<file path="src/rtl/tbank_pkg.sv">
package tbank_pkg;
  localparam int unsigned SLOT_CNT = 4;
  localparam int unsigned SLOT_W = 2;

  typedef enum logic [1:0] {
    TIER_NONE = 2'd0,
    TIER_MACH = 2'd1,
    TIER_HYP  = 2'd2,
    TIER_SUP  = 2'd3
  } tier_e;

  typedef enum logic [1:0] {
    PRIV_USER  = 2'd0,
    PRIV_SUPER = 2'd1,
    PRIV_RSVD  = 2'd2,
    PRIV_MACH  = 2'd3
  } priv_e;

  typedef struct packed {
    tier_e             tier;
    logic              upper;
    logic [SLOT_W-1:0] slot;
    logic              illegal;
    logic              commit;
  } bank_strobe_t;
endpackage

</file>
<file path="src/rtl/tbank_ctrl.sv">
module tbank_ctrl
  import tbank_pkg::*;
#(
  parameter int unsigned REG_CNT   = 4,
  parameter int unsigned ADDR_W    = 12,
  parameter logic [11:0] MACH_BASE = 12'h30C,
  parameter logic [11:0] HYP_BASE  = 12'h60C,
  parameter logic [11:0] SUP_BASE  = 12'h10C,
  parameter logic [11:0] HALF_OFS  = 12'h010
) (
  input  logic              featureEn,
  input  logic [1:0]        privLvl,
  input  logic              virtMode,
  input  logic              accEn,
  input  logic              wrEn,
  input  logic [ADDR_W-1:0] csrAddr,
  output bank_strobe_t      strobe,
  output logic              addrHit
);
  localparam logic [ADDR_W-1:0] CNT_A = ADDR_W'(REG_CNT);

  logic [ADDR_W-1:0] offMach, offMachHi, offHyp, offHypHi, offSup;
  logic privOk;
  logic inBank;

  assign offMach   = csrAddr - ADDR_W'(MACH_BASE);
  assign offMachHi = csrAddr - ADDR_W'(MACH_BASE + HALF_OFS);
  assign offHyp    = csrAddr - ADDR_W'(HYP_BASE);
  assign offHypHi  = csrAddr - ADDR_W'(HYP_BASE + HALF_OFS);
  assign offSup    = csrAddr - ADDR_W'(SUP_BASE);

  always_comb begin
    strobe.tier  = TIER_NONE;
    strobe.upper = 1'b0;
    strobe.slot  = '0;
    if (offMach < CNT_A) begin
      strobe.tier = TIER_MACH;
      strobe.slot = offMach[SLOT_W-1:0];
    end else if (offMachHi < CNT_A) begin
      strobe.tier  = TIER_MACH;
      strobe.upper = 1'b1;
      strobe.slot  = offMachHi[SLOT_W-1:0];
    end else if (offHyp < CNT_A) begin
      strobe.tier = TIER_HYP;
      strobe.slot = offHyp[SLOT_W-1:0];
    end else if (offHypHi < CNT_A) begin
      strobe.tier  = TIER_HYP;
      strobe.upper = 1'b1;
      strobe.slot  = offHypHi[SLOT_W-1:0];
    end else if (offSup < CNT_A) begin
      strobe.tier = TIER_SUP;
      strobe.slot = offSup[SLOT_W-1:0];
    end
  end

  always_comb begin
    unique case (strobe.tier)
      TIER_MACH: privOk = 1'b1;
      TIER_HYP:  privOk = (privLvl == PRIV_MACH) ||
                          ((privLvl == PRIV_SUPER) && !virtMode);
      TIER_SUP:  privOk = (privLvl == PRIV_MACH) || (privLvl == PRIV_SUPER);
      default:   privOk = 1'b0;
    endcase
  end

  assign inBank         = accEn && (strobe.tier != TIER_NONE);
  assign strobe.illegal = inBank && (!featureEn || !privOk);
  assign strobe.commit  = inBank && wrEn && !strobe.illegal;
  assign addrHit        = inBank;
endmodule

</file>
<file path="src/rtl/tbank_dp.sv">
module tbank_dp
  import tbank_pkg::*;
#(
  parameter int unsigned   REG_CNT    = 4,
  parameter int unsigned   DATA_W     = 64,
  parameter logic [63:0]   MACH_WMASK = 64'h8000_0000_0000_0000,
  parameter logic [63:0]   HYP_WMASK  = 64'h8000_0000_0000_0000,
  parameter logic [63:0]   SUP_WMASK  = 64'h8000_0000_0000_0000
) (
  input  logic              clk,
  input  logic              rstN,
  input  logic              virtMode,
  input  bank_strobe_t      strobe,
  input  logic [DATA_W-1:0] wrData,
  output logic [DATA_W-1:0] rdData
);
  localparam int unsigned HALF_W = DATA_W / 2;

  logic [DATA_W-1:0] machQ [REG_CNT];
  logic [DATA_W-1:0] hypQ  [REG_CNT];
  logic [DATA_W-1:0] supQ  [REG_CNT];

  logic [DATA_W-1:0] machSel, hypSel, supSel, curSel;
  logic [DATA_W-1:0] merged, wMask, nextVal;

  always_comb begin
    machSel = '0;
    hypSel  = '0;
    supSel  = '0;
    for (int i = 0; i < REG_CNT; i++) begin
      if (strobe.slot == SLOT_W'(i)) begin
        machSel = machQ[i];
        hypSel  = hypQ[i];
        supSel  = supQ[i];
      end
    end
  end

  always_comb begin
    unique case (strobe.tier)
      TIER_MACH: begin
        curSel = machSel;
        wMask  = DATA_W'(MACH_WMASK);
      end
      TIER_HYP: begin
        curSel = hypSel;
        wMask  = DATA_W'(HYP_WMASK) & machSel;
      end
      TIER_SUP: begin
        curSel = supSel;
        wMask  = DATA_W'(SUP_WMASK) & hypSel & (virtMode ? machSel : '1);
      end
      default: begin
        curSel = '0;
        wMask  = '0;
      end
    endcase
  end

  assign merged  = strobe.upper ? {wrData[HALF_W-1:0], curSel[HALF_W-1:0]} : wrData;
  assign nextVal = (curSel & ~wMask) | (merged & wMask);

  always_comb begin
    if (strobe.illegal || strobe.tier == TIER_NONE) begin
      rdData = '0;
    end else if (strobe.upper) begin
      rdData = {{HALF_W{1'b0}}, curSel[DATA_W-1:HALF_W]};
    end else begin
      rdData = curSel;
    end
  end

  always_ff @(posedge clk or negedge rstN) begin
    if (!rstN) begin
      for (int i = 0; i < REG_CNT; i++) begin
        machQ[i] <= '0;
        hypQ[i]  <= '0;
        supQ[i]  <= '0;
      end
    end else if (strobe.commit) begin
      for (int i = 0; i < REG_CNT; i++) begin
        if (strobe.slot == SLOT_W'(i)) begin
          if (strobe.tier == TIER_MACH) machQ[i] <= nextVal;
          if (strobe.tier == TIER_HYP)  hypQ[i]  <= nextVal;
          if (strobe.tier == TIER_SUP)  supQ[i]  <= nextVal;
        end
      end
    end
  end
endmodule

</file>
<file path="src/rtl/tier_enable_bank.sv">
module tier_enable_bank
  import tbank_pkg::*;
#(
  parameter int unsigned REG_CNT    = 4,
  parameter int unsigned DATA_W     = 64,
  parameter int unsigned ADDR_W     = 12,
  parameter logic [63:0] MACH_WMASK = 64'h8000_0000_0000_0000,
  parameter logic [63:0] HYP_WMASK  = 64'h8000_0000_0000_0000,
  parameter logic [63:0] SUP_WMASK  = 64'h8000_0000_0000_0000
) (
  input  logic              clk,
  input  logic              rstN,
  input  logic              featureEn,
  input  logic [1:0]        privLvl,
  input  logic              virtMode,
  input  logic              accEn,
  input  logic              wrEn,
  input  logic [ADDR_W-1:0] csrAddr,
  input  logic [DATA_W-1:0] wrData,
  output logic [DATA_W-1:0] rdData,
  output logic              addrHit,
  output logic              illegal
);
  bank_strobe_t strobe;

  tbank_ctrl #(
    .REG_CNT(REG_CNT),
    .ADDR_W (ADDR_W)
  ) u_ctrl (
    .featureEn(featureEn),
    .privLvl  (privLvl),
    .virtMode (virtMode),
    .accEn    (accEn),
    .wrEn     (wrEn),
    .csrAddr  (csrAddr),
    .strobe   (strobe),
    .addrHit  (addrHit)
  );

  tbank_dp #(
    .REG_CNT   (REG_CNT),
    .DATA_W    (DATA_W),
    .MACH_WMASK(MACH_WMASK),
    .HYP_WMASK (HYP_WMASK),
    .SUP_WMASK (SUP_WMASK)
  ) u_dp (
    .clk     (clk),
    .rstN    (rstN),
    .virtMode(virtMode),
    .strobe  (strobe),
    .wrData  (wrData),
    .rdData  (rdData)
  );

  assign illegal = strobe.illegal;
endmodule

</file>
<file path="config.mk">
export PLATFORM = sky130hd
export DESIGN_NAME = tier_enable_bank
export DESIGN_NICKNAME = d
export VERILOG_FILES = /design/src/rtl/tbank_pkg.sv /design/src/rtl/tbank_ctrl.sv /design/src/rtl/tbank_dp.sv /design/src/rtl/tier_enable_bank.sv
export SDC_FILE = /design/constraint.sdc
export NUM_CORES = 1
export LEC_CHECK = 0
export BUFFER_PORTS_ARGS = -buffer_cell sky130_fd_sc_hd__buf_2
export CORE_MARGIN = 2
export CORE_UTILIZATION = 51
export DETAILED_ROUTE_END_ITERATION = 12
export PLACE_DENSITY = 0.68
export SLEW_MARGIN = 10
export SYNTH_ARGS = -nofsm -noshare
export SYNTH_HDL_FRONTEND = slang
export SYNTH_SLANG_ARGS = --single-unit
</file>
<file path="constraint.sdc">
create_clock -name clk -period 3.3 [get_ports clk]
set_clock_uncertainty 0.2 [all_clocks]
set_input_delay 0.165 -clock clk [delete_from_list [all_inputs] [get_ports clk]]
set_output_delay 0.165 -clock clk [all_outputs]
set_load 0.05 [all_outputs]
</file>
==> metrics.txt, run 1 <==
antenna violations before repair=1; post-route minimum period=3.17 ns; via count=16113; pwr/cell area=603 nW/µm²; final worst hold slack=0.0678 ns; ant diodes=0; final worst slack=0.130 ns; top-area cell type share of the netlist area=0.660; number of global-route vias before repair=17536; IO Pins=150; outcome=finished, final reports clean; post-synthesis to final-layout area growth=7.28%; number of vias per cell=5.67; main combinational cell family by area after synthesis=compound AO/OA/AOI/OAI gates; simple-gate share of the synthesized area=0.0502; Relative slew margins=0.448; gate count after technology mapping=2636; first-pass iteration count of the detailed router=5; placer congestion estimate=0.848; leading post-synthesis cells by cell area=dfrtp_1 (66%), clkbuf_1 (11%), o22ai_1 (3.5%); share of cell area taken by muxes after synthesis=0.0305; number of warnings issued by yosys=0; number of flops mapped to enable cells by yosys=0; cell leakage power=15.1 nW; Async SR Flop Fraction=1.00; Worst Setup Path Type=in2out; Core Region=56400 µm²; maximum level of the CTS H-tree=3; overall power=18.8 mW; sum of routed wire length over all layers=64600 µm; Multi-input gate area=6650 µm²; sequential area share after synthesis=0.660; area fraction in compound gates after synthesis=0.143; class of the tightest hold or removal check=in2reg; routed length per instance=22.8 µm; die height=243 µm; All-Layer GR Usage=0.223; final-report hold violation count=0; net count reported at finish=2112; Port Buffer Count=87; CP max FO=34; TritonCTS Buffers=76; final routed DRC violation total=0; worst-case vdd ir drop=0.460 mV; arrival time of the worst setup path=2.80 ns; commonest cells in the synthesized netlist=clkbuf_1 (839), dfrtp_1 (768), o22ai_1 (161); most frequent cell after synthesis=clkbuf_1; gr ovfl total=0; type of element capturing the critical path=output port; max-cap viol count=0; adder and majority gate portion of the synthesized area=0; root buffer cell=clkbuf_16; Least-Margin Pin Slew=0.827 ns; clk slew on worst S/H paths=0.06 ns; overall die area=59100 µm²; cell accounting for the most synthesized area=dfrtp_1; total number of clock tree sinks=768; initial standard-cell utilization of the core=0.517; proportion of layout cells with a drive suffix above 1=0.202; final slew viol count=0; setup repair after global routing missed its margin=no; Bufs on Longest Clock Path=3; xor/xnor share of the synthesized area=0.000301; sequential cell area=19200 µm²; Final Setup Violations=0; number of register bits inferred by synthesis=768; period utilization=0.961; HPWL Detailed=39600 µm; Main synth FF type=dfrtp_1; CTS tree=yes; row cnt=87; mean instance size in the synthesized netlist=11.1 µm²; Critical Path Source Type=primary input; number of library cell types mapped by synthesis=65; Fin Setup TNS=0 ns; number of fill cells=4536; width of the chip=243 µm; largest net degree at the start of global routing=153; insertion delay of the later-clocked pin in the worst-skew pair=0.60 ns; first-pass GRT wire length=103000 µm; Max Clk Rate=0.315 GHz; post-route ant nets=0; data required time of the critical path=2.93 ns; worst slack after detailed placement=0.0341 ns; number of DRC markers after the initial detailed-route iteration=1249; Post-Synthesis Net Count=2720; Syn Std Cell Area=29100 µm²
-- layout by cell type, fill, tap and decap left out, types with 4 or more instances in the layout --
cell           count
bufinv_16          5
inv_1              4
a221oi_1           8
o2111ai_1          4
clkbuf_8          20
nor3_1            14
mux2_2            54
clkbuf_16         81
o221a_1            4
o221a_2           15
nand3_1            9
buf_12            37
a211o_1           14
nor2_1            86
mux2i_1           19
a31oi_1           17
o21ai_0          117
o221ai_1          96
nand2b_1          60
a21oi_1           69
buf_4             77
o21a_1            11
mux4_2             4
a22oi_1            5
o211ai_1           9
or3_1             12
dfrtp_1          768
o22ai_1          161
a21o_1            11
clkinv_2          12
dlygate4sd3_1     11
clkbuf_1          13
buf_2             75
a211oi_1          12
and2_1            21
a221oi_2           8
o31a_1            11
o21ai_1           10
nand2_1           49
-- what timing repair did --
item / 4_1_cts / 5_1_grt
hold buffers: 11 / 0
hold endpoints to repair: 475 / 0
resized for setup: 0 / 8
buffers inserted: 0 / 3
endpoints found under the setup margin: 0 / 37
-- sequential cells by signal, summed over array words and instances (netlist names) --
| name | count |
|---|---|
| u_dp.hypQ | 256 |
| u_dp.machQ | 256 |
| u_dp.supQ | 256 |
-- worst max-delay path, cell delays in order --
cell and delay (ns):
buf_2 0.11, and2_1 0.22, o21a_1 0.25, buf_4 0.19
o21ai_4 0.40, buf_12 0.28, o22ai_1 0.12, o22ai_1 0.19
a211o_1 0.32, o221a_2 0.27, buf_2 0.27
-- per-stage QoR --
| stage | utilization | instances | instance area, µm² |
|---|---|---|---|
| after detailed placement | 0.506 | 2692 | 28500 |
| after global routing | 0.554 | 2840 | 31300 |
| after CTS | 0.553 | 2837 | 31200 |
| after floorplan | - | 2636 | 29200 |
| final | 0.554 | 2840 | 31300 |
| after global placement | 0.506 | 2692 | 28500 |
-- report_power, final --
part | internal (mW) | switching, mW
Clock | 5.28 | 3.54
Combinational | 0.166 | 0.443
Sequential | 9.42 | 0.000195
Total | 14.9 | 3.98
-- layout make-up --
type	count	area share
Clock buffer	113	0.0748
Clock inverter	21	0.00776
Inverter	5	0.000600
Multi-Input combinational cell	974	0.213
Sequential cell	768	0.615
Tap cell	756	0.0303
Timing Repair Buffer	203	0.0590
-- metal layers --
| layer | routed length, µm | vias up | share of wire | GRT usage |
|---|---|---|---|---|
| met5 | 0 | - | 0 | 0 |
| met4 | 1390 | 0 | 0.021 | 0.0752 |
| met3 | 4430 | 98 | 0.068 | 0.0534 |
| met2 | 28500 | 570 | 0.44 | 0.321 |
| met1 | 30300 | 8132 | 0.47 | 0.334 |
| li1 | - | 7313 | - | - |
-- final timing paths --
check,startpoint,end,slack [ns],cells past startpoint
setup / recovery,csrAddr[3],rdData[8],0.13,11
hold / removal,privLvl[0],u_dp.hypQ[191],0.07,5
setup reg to reg,u_dp.hypQ[191],u_dp.hypQ[255],1.23,7
hold reg to reg,u_dp.hypQ[134],u_dp.hypQ[134],0.17,0
max in group asynchronous,rstN,u_dp.hypQ[187],1.11,4
min in group asynchronous,rstN,u_dp.hypQ[87],0.51,3
-- logic make-up after synthesis --
logic type	count (synthesis)
xor+xnor	1
buf+inv	894
mux	77
flops	768
compound gates	611
simple gates	285
Power figures use the tool's default switching activity.
==> run 2: changes to the inputs <==
--- a/config.mk
+++ b/config.mk
@@ -5,6 +5,7 @@
 export SDC_FILE = /design/constraint.sdc
 export NUM_CORES = 1
 export LEC_CHECK = 0
+export ABC_AREA = 1
 export BUFFER_PORTS_ARGS = -buffer_cell sky130_fd_sc_hd__buf_2
 export CORE_MARGIN = 2
 export CORE_UTILIZATION = 51
==> metrics.txt, run 2 <==
adder and majority gate portion of the synthesized area=0 (unchanged); via count=17228 (was 16113); final worst hold slack=0.0141 ns (was 0.0678 ns); final slew viol count=0 (unchanged); width of the chip=244 µm (was 243 µm); worst-case vdd ir drop=0.417 mV (was 0.460 mV); proportion of layout cells with a drive suffix above 1=0.162 (was 0.202); root buffer cell=clkbuf_16 (unchanged); gate count after technology mapping=3072 (was 2636); overall power=18.4 mW (was 18.8 mW); initial standard-cell utilization of the core=0.513 (was 0.517); number of register bits inferred by synthesis=768 (unchanged); final worst slack=0.0322 ns (was 0.130 ns); final routed DRC violation total=0 (unchanged); post-route minimum period=3.27 ns (was 3.17 ns); Max Clk Rate=0.306 GHz (was 0.315 GHz); xor/xnor share of the synthesized area=0 (was 0.000301); All-Layer GR Usage=0.208 (was 0.223); Port Buffer Count=87 (unchanged); first-pass GRT wire length=98800 µm (was 103000 µm); Core Region=57500 µm² (was 56400 µm²); first-pass iteration count of the detailed router=5 (unchanged); biggest regs=u_dp.hypQ: 256 flops, u_dp.machQ: 256 flops, u_dp.supQ: 256 flops (unchanged); period utilization=0.990 (was 0.961); Relative slew margins=0.475 (was 0.448); number of vias per cell=5.21 (was 5.67); arrival time of the worst setup path=2.90 ns (was 2.80 ns); simple-gate share of the synthesized area=0.133 (was 0.0502); Async SR Flop Fraction=1.00 (unchanged); number of warnings issued by yosys=0 (unchanged); area fraction in compound gates after synthesis=0.0885 (was 0.143); sum of routed wire length over all layers=62900 µm (was 64600 µm); TritonCTS Buffers=73 (was 76); clk slew on worst S/H paths=0.06 ns (about the same); commonest cells after routing, fill and taps aside=dfrtp_1 (768), nand2_1 (576), nand3_1 (221) (was dfrtp_1 (768), o22ai_1 (161), o21ai_0 (117)); cell leakage power=16.7 nW (was 15.1 nW); max-cap viol count=0 (unchanged); routed length per instance=19.0 µm (was 22.8 µm); final-report hold violation count=0 (unchanged); leading cell type in the layout, fill and taps excluded=dfrtp_1 (unchanged); outcome=finished, final reports clean (unchanged); share of cell area taken by muxes after synthesis=0 (was 0.0305); Main synth FF type=dfrtp_1 (unchanged); number of DRC markers after the initial detailed-route iteration=1480 (was 1249); IO Pins=150 (unchanged); Syn Std Cell Area=29500 µm² (was 29100 µm²); HPWL Detailed=35700 µm (was 39600 µm); Bufs on Longest Clock Path=3 (unchanged); worst slack after detailed placement=-0.0435 ns (was 0.0341 ns); CTS tree=yes (unchanged); most frequent cell after synthesis=clkbuf_1 (unchanged); net count reported at finish=2569 (was 2112); mean instance size in the synthesized netlist=9.60 µm² (was 11.1 µm²); overall die area=59800 µm² (was 59100 µm²); pwr/cell area=572 nW/µm² (was 603 nW/µm²); Critical Path Source Type=primary input (unchanged); setup repair after global routing missed its margin=yes (was no); Fin Setup TNS=0 ns (unchanged); row cnt=88 (was 87); Least-Margin Pin Slew=0.787 ns (was 0.827 ns); number of library cell types mapped by synthesis=39 (was 65); commonest cells in the synthesized netlist=clkbuf_1 (824), dfrtp_1 (768), nand2_1 (587) (was clkbuf_1 (839), dfrtp_1 (768), o22ai_1 (161)); post-synthesis to final-layout area growth=8.84% (was 7.28%); Worst Setup Path Type=in2out (unchanged); gr ovfl total=0 (unchanged); antenna violations before repair=0 (was 1); CP max FO=24 (was 34); leading post-synthesis cells by cell area=dfrtp_1 (65%), clkbuf_1 (10%), nand2_1 (7.5%) (was dfrtp_1 (66%), clkbuf_1 (11%), o22ai_1 (3.5%)); main combinational cell family by area after synthesis=simple AND/OR/NAND/NOR gates (was compound AO/OA/AOI/OAI gates); data required time of the critical path=2.93 ns (about the same); number of flops mapped to enable cells by yosys=0 (unchanged); top-area cell type share of the netlist area=0.652 (was 0.660); insertion delay of the later-clocked pin in the worst-skew pair=0.60 ns (about the same); flop-to-flop setup slack=1.27 ns (was 1.23 ns); class of the tightest hold or removal check=in2async (was in2reg); type of element capturing the critical path=output port (unchanged); largest net degree at the start of global routing=121 (was 153); Post-Synthesis Net Count=3156 (was 2720); sequential area share after synthesis=0.652 (was 0.660); die height=244 µm (was 243 µm); total number of clock tree sinks=768 (unchanged); post-route ant nets=0 (unchanged); cell accounting for the most synthesized area=dfrtp_1 (unchanged); Final Setup Violations=0 (unchanged); placer congestion estimate=0.865 (was 0.848); maximum level of the CTS H-tree=3 (unchanged); number of global-route vias before repair=18244 (was 17536); ant diodes=0 (unchanged)
## run 2: cell count changes after synthesis, moves of 32 or more
cell	change
a21oi_1	-58
inv_1	+61
mux2_2	-54
nand2_1	+536
nand2b_1	-60
nand3_1	+223
nor2_1	-32
o211ai_1	+161
o21ai_0	+81
o221ai_1	-97
o22ai_1	-158
## run 2: final timing paths
check                                start         endpoint  cells past startpoint
max reg2reg                u_dp.machQ[127]   u_dp.hypQ[255]                      9
max                             csrAddr[5]        rdData[4]                     20
min reg2reg                  u_dp.supQ[89]    u_dp.supQ[89]                      0
max in group asynchronous             rstN   u_dp.hypQ[175]                      3
min                                   rstN   u_dp.machQ[53]                      2
min in group clk                      wrEn  u_dp.machQ[191]                      6
## run 2: worst max-delay path: stages
cell	delay [ns]
buf_2	0.13
nor2_4	0.19
nand2_2	0.11
nor2_4	0.14
nand3_2	0.10
nor2_4	0.14
nand2_2	0.08
nand2_4	0.12
nor2_4	0.10
buf_12	0.14
nor2_4	0.18
buf_4	0.18
clkbuf_16	0.20
o21ai_0	0.11
nand3_1	0.13
o211ai_1	0.12
nand3_1	0.11
nand2_1	0.05
nand2_1	0.14
clkbuf_4	0.26
## run 2: layout make-up
type / instances / area [µm²]
fill: 4654 / 25400
timing repair buffer: 227 / 2430
tap: 765 / 957
clock buffer: 109 / 2220
sequential: 768 / 19200
clock inverter: 21 / 285
inverter: 74 / 280
multi-input combinational: 1341 / 6720
## run 2: cell families after synthesis
group | after synthesis
compound gates | 423
buf+inv | 965
flops | 768
simple gates | 916
## run 2: metrics by stage
stage	cell area (µm²)	utilization	cells
3_5_place_dp	28700	0.500	3136
6_report	32100	0.559	3305
2_1_floorplan	29500	-	3072
5_1_grt	32100	0.559	3305
4_1_cts	31400	0.545	3272
3_3_place_gp	28700	0.500	3136
## run 2: layer usage
layer,part of all wire,track usage
met5,0,0
met1,0.47,0.313
met4,0.022,0.0583
met2,0.44,0.307
met3,0.061,0.0438
## run 2: report_power, final
group / leakage (nW) / total, mW / switching (mW) / internal, mW
clock: 1.23 / 8.64 / 3.51 / 5.13
sequential: 10.7 / 9.41 / 0.0000000346 / 9.41
combinational: 4.74 / 0.318 / 0.254 / 0.0635
total: 16.7 / 18.4 / 3.77 / 14.6
## run 2: what timing repair did
item,CTS,global route
hold buffers,1,0
endpoints found under the hold margin,346,0
pin swaps,1,27
resized for setup,4,153
gates cloned,2,10
buffers inserted,3,23
setup endpoints to repair,7,62
==> run 3: changes to the inputs <==
--- a/config.mk
+++ b/config.mk
@@ -14,4 +14,5 @@
 export SLEW_MARGIN = 10
 export SYNTH_ARGS = -nofsm -noshare
 export SYNTH_HDL_FRONTEND = slang
+export SYNTH_HIERARCHICAL = 1
 export SYNTH_SLANG_ARGS = --single-unit
==> metrics.txt, run 3 <==
largest net degree at the start of global routing=104 (was 121); overall die area=61200 µm² (was 59800 µm²); CP max FO=8 (was 24); pwr/cell area=532 nW/µm² (was 572 nW/µm²); gr ovfl total=0 (unchanged); Worst Setup Path Type=in2out (unchanged); Critical Path Source Type=primary input (unchanged); mean instance size in the synthesized netlist=9.28 µm² (was 9.60 µm²); Syn Std Cell Area=30200 µm² (was 29500 µm²); outcome=complete, but fails checks (was finished, final reports clean); post-route minimum period=3.41 ns (was 3.27 ns); post-route ant nets=0 (unchanged); maximum level of the CTS H-tree=3 (unchanged); Post-Synthesis Net Count=3337 (was 3156); flop-to-flop setup slack=1.49 ns (was 1.27 ns); Main synth FF type=dfrtp_1 (unchanged); Core Region=58800 µm² (was 57500 µm²); final worst hold slack=0.0257 ns (was 0.0141 ns); post-synthesis to final-layout area growth=14.9% (was 8.84%); sum of routed wire length over all layers=67500 µm (was 62900 µm); net count reported at finish=2808 (was 2569); failing checks=negative setup slack; Fin Setup TNS=-0.902 ns (was 0 ns); number of global-route vias before repair=18777 (was 18244); width of the chip=247 µm (was 244 µm); clk slew on worst S/H paths=0.06 ns (about the same); placer congestion estimate=0.865 (about the same); leading post-synthesis cells by cell area=dfrtp_1 (64%), clkbuf_1 (9.9%), nand2_1 (8.1%) (was dfrtp_1 (65%), clkbuf_1 (10%), nand2_1 (7.5%)); number of vias per cell=5.16 (was 5.21); max-cap viol count=0 (unchanged); TritonCTS Buffers=73 (unchanged); insertion delay of the later-clocked pin in the worst-skew pair=0.62 ns (was 0.60 ns); Bufs on Longest Clock Path=3 (unchanged); final worst slack=-0.115 ns (was 0.0322 ns); number of DRC markers after the initial detailed-route iteration=1478 (was 1480); via count=18319 (was 17228); row cnt=89 (was 88); number of fill cells=4512 (was 4654); total number of clock tree sinks=768 (unchanged); gate count after technology mapping=3253 (was 3072); number of library cell types mapped by synthesis=38 (was 39); first-pass iteration count of the detailed router=6 (was 5); biggest regs=u_dp/hypQ: 256 flops, u_dp/machQ: 256 flops, u_dp/supQ: 256 flops (was u_dp.hypQ: 256 flops, u_dp.machQ: 256 flops, u_dp.supQ: 256 flops); commonest cells after routing, fill and taps aside=dfrtp_1 (768), nand2_1 (583), nor2_1 (232) (was dfrtp_1 (768), nand2_1 (576), nand3_1 (221)); first-pass GRT wire length=102000 µm (was 98800 µm); class of the tightest hold or removal check=in2async (unchanged); number of warnings issued by yosys=6 (was 0); proportion of layout cells with a drive suffix above 1=0.251 (was 0.162); setup repair after global routing missed its margin=yes (unchanged); sequential area share after synthesis=0.636 (was 0.652); antenna violations before repair=1 (was 0); worst slack after detailed placement=-0.235 ns (was -0.0435 ns); arrival time of the worst setup path=3.05 ns (was 2.90 ns); cell leakage power=18.2 nW (was 16.7 nW); final slew viol count=0 (unchanged); worst-case vdd ir drop=0.483 mV (was 0.417 mV); Final Setup Violations=27 (was 0); final routed DRC violation total=0 (unchanged); most frequent cell after synthesis=clkbuf_1 (unchanged); reg2reg path depth=8 (was 9); cell accounting for the most synthesized area=dfrtp_1 (unchanged); routed length per instance=19.0 µm (about the same); All-Layer GR Usage=0.210 (was 0.208); Critical R2R Capture=u_dp/machQ[127] (was u_dp.hypQ[255]); leading cell type in the layout, fill and taps excluded=dfrtp_1 (unchanged); HPWL Detailed=38800 µm (was 35700 µm); ant diodes=0 (unchanged); initial standard-cell utilization of the core=0.514 (was 0.513); Least-Margin Pin Slew=0.895 ns (was 0.787 ns); Max Clk Rate=0.293 GHz (was 0.306 GHz); IO Pins=150 (unchanged); Critical R2R Launch=u_dp/hypQ[127] (was u_dp.machQ[127]); Port Buffer Count=87 (unchanged); die height=247 µm (was 244 µm); Async SR Flop Fraction=1.00 (unchanged); type of element capturing the critical path=output port (unchanged); Relative slew margins=0.404 (was 0.475); number of register bits inferred by synthesis=768 (unchanged); CTS tree=yes (unchanged); data required time of the critical path=2.93 ns (about the same); root buffer cell=clkbuf_16 (unchanged); final-report hold violation count=0 (unchanged); number of flops mapped to enable cells by yosys=0 (unchanged); top-area cell type share of the netlist area=0.636 (was 0.652); commonest cells in the synthesized netlist=clkbuf_1 (797), dfrtp_1 (768), nand2_1 (651) (was clkbuf_1 (824), dfrtp_1 (768), nand2_1 (587)); period utilization=1.03 (was 0.990)
run 3: cell count changes in the layout (fill, tap and decap cells not counted), moves of 40 or more:
| cell | delta |
|---|---|
| nand3_1 | -136 |
| a22oi_1 | +51 |
| buf_6 | +40 |
| o211ai_1 | -106 |
| o21ai_0 | -111 |
| or2_2 | +60 |
| nor2_1 | +183 |
| nand2_2 | +49 |
run 3: cell type report:
type / instances / area, µm² / share of cell area
Clock buffer: 100 / 2130 / 0.0615
Clock inverter: 28 / 368 / 0.0106
Inverter: 103 / 420 / 0.0121
Multi-Input combinational cell: 1493 / 7950 / 0.229
Sequential cell: 768 / 19200 / 0.554
Tap cell: 773 / 967 / 0.0279
Timing Repair Buffer: 285 / 3640 / 0.105
run 3: cell families after synthesis:
| group | synth area share |
|---|---|
| buffers and inverters | 0.129 |
| AND/OR/NAND/NOR | 0.155 |
| flip-flops | 0.636 |
| AO/OA/AOI/OAI | 0.0795 |
run 3: stage by stage:
| stage | instances | total power [mW] | utilization | instance area, µm² |
|---|---|---|---|---|
| floorplan | 3253 | 9.66 | - | 30200 |
| global route | 3550 | 19.1 | 0.590 | 34700 |
| CTS | 3509 | 18.6 | 0.563 | 33100 |
| finish | 3550 | 18.4 | 0.590 | 34700 |
| global placement | 3370 | 9.91 | 0.508 | 29900 |
| detailed placement | 3370 | 9.93 | 0.508 | 29900 |
run 3: per-layer routing:
layer | vias to the layer above | track usage | wire length (µm)
met1 | 8927 | 0.313 | 30800
li1 | 8670 | - | -
met3 | 124 | 0.0448 | 4340
met5 | - | 0 | 0
met4 | 0 | 0.0634 | 1800
met2 | 598 | 0.312 | 30600
run 3: how the worst max path moves through the flow:
stage                    start    endpoint  slack, ns  cells after the start
floorplan           csrAddr[8]  rdData[45]       0.15                     18
global placement    csrAddr[4]  rdData[20]      -0.18                     24
detailed placement  csrAddr[4]  rdData[20]      -0.24                     23
CTS                 csrAddr[2]  rdData[14]      -0.05                     24
global route        csrAddr[7]   rdData[3]      -0.24                     22
finish              csrAddr[3]  rdData[30]      -0.11                     24
run 3: worst max-delay path, cell delays in order:
cell	delay, ns
buf_2	0.13
nand2_2	0.11
inv_1	0.09
buf_4	0.11
nand2_1	0.07
a21oi_1	0.17
nand3_2	0.13
nand2_2	0.09
inv_2	0.04
nand2_2	0.07
inv_2	0.06
buf_6	0.11
nor2_4	0.21
buf_12	0.19
nor2_4	0.08
buf_12	0.16
buf_4	0.15
a22oi_2	0.11
nand2_1	0.08
nand2_1	0.09
a21oi_1	0.08
o21ai_1	0.20
nand2_1	0.14
buf_6	0.18
run 3: what timing repair did:
item | in CTS | in global routing
hold buffers | 1 | 0
pin swaps | 37 | 94
endpoints found under the setup margin | 63 | 64
cloned | 5 | 25
buffers inserted | 5 | 17
hold endpoints to repair | 170 | 0
resized for setup | 163 | 268
run 3: where the power goes:
group	switching (mW)	total (mW)	leakage, nW	internal, mW
Combinational	0.270	0.365	6.26	0.0950
Clock	3.51	8.67	1.24	5.16
Sequential	0.000000000300	9.41	10.7	9.41
Total	3.78	18.4	18.2	14.7
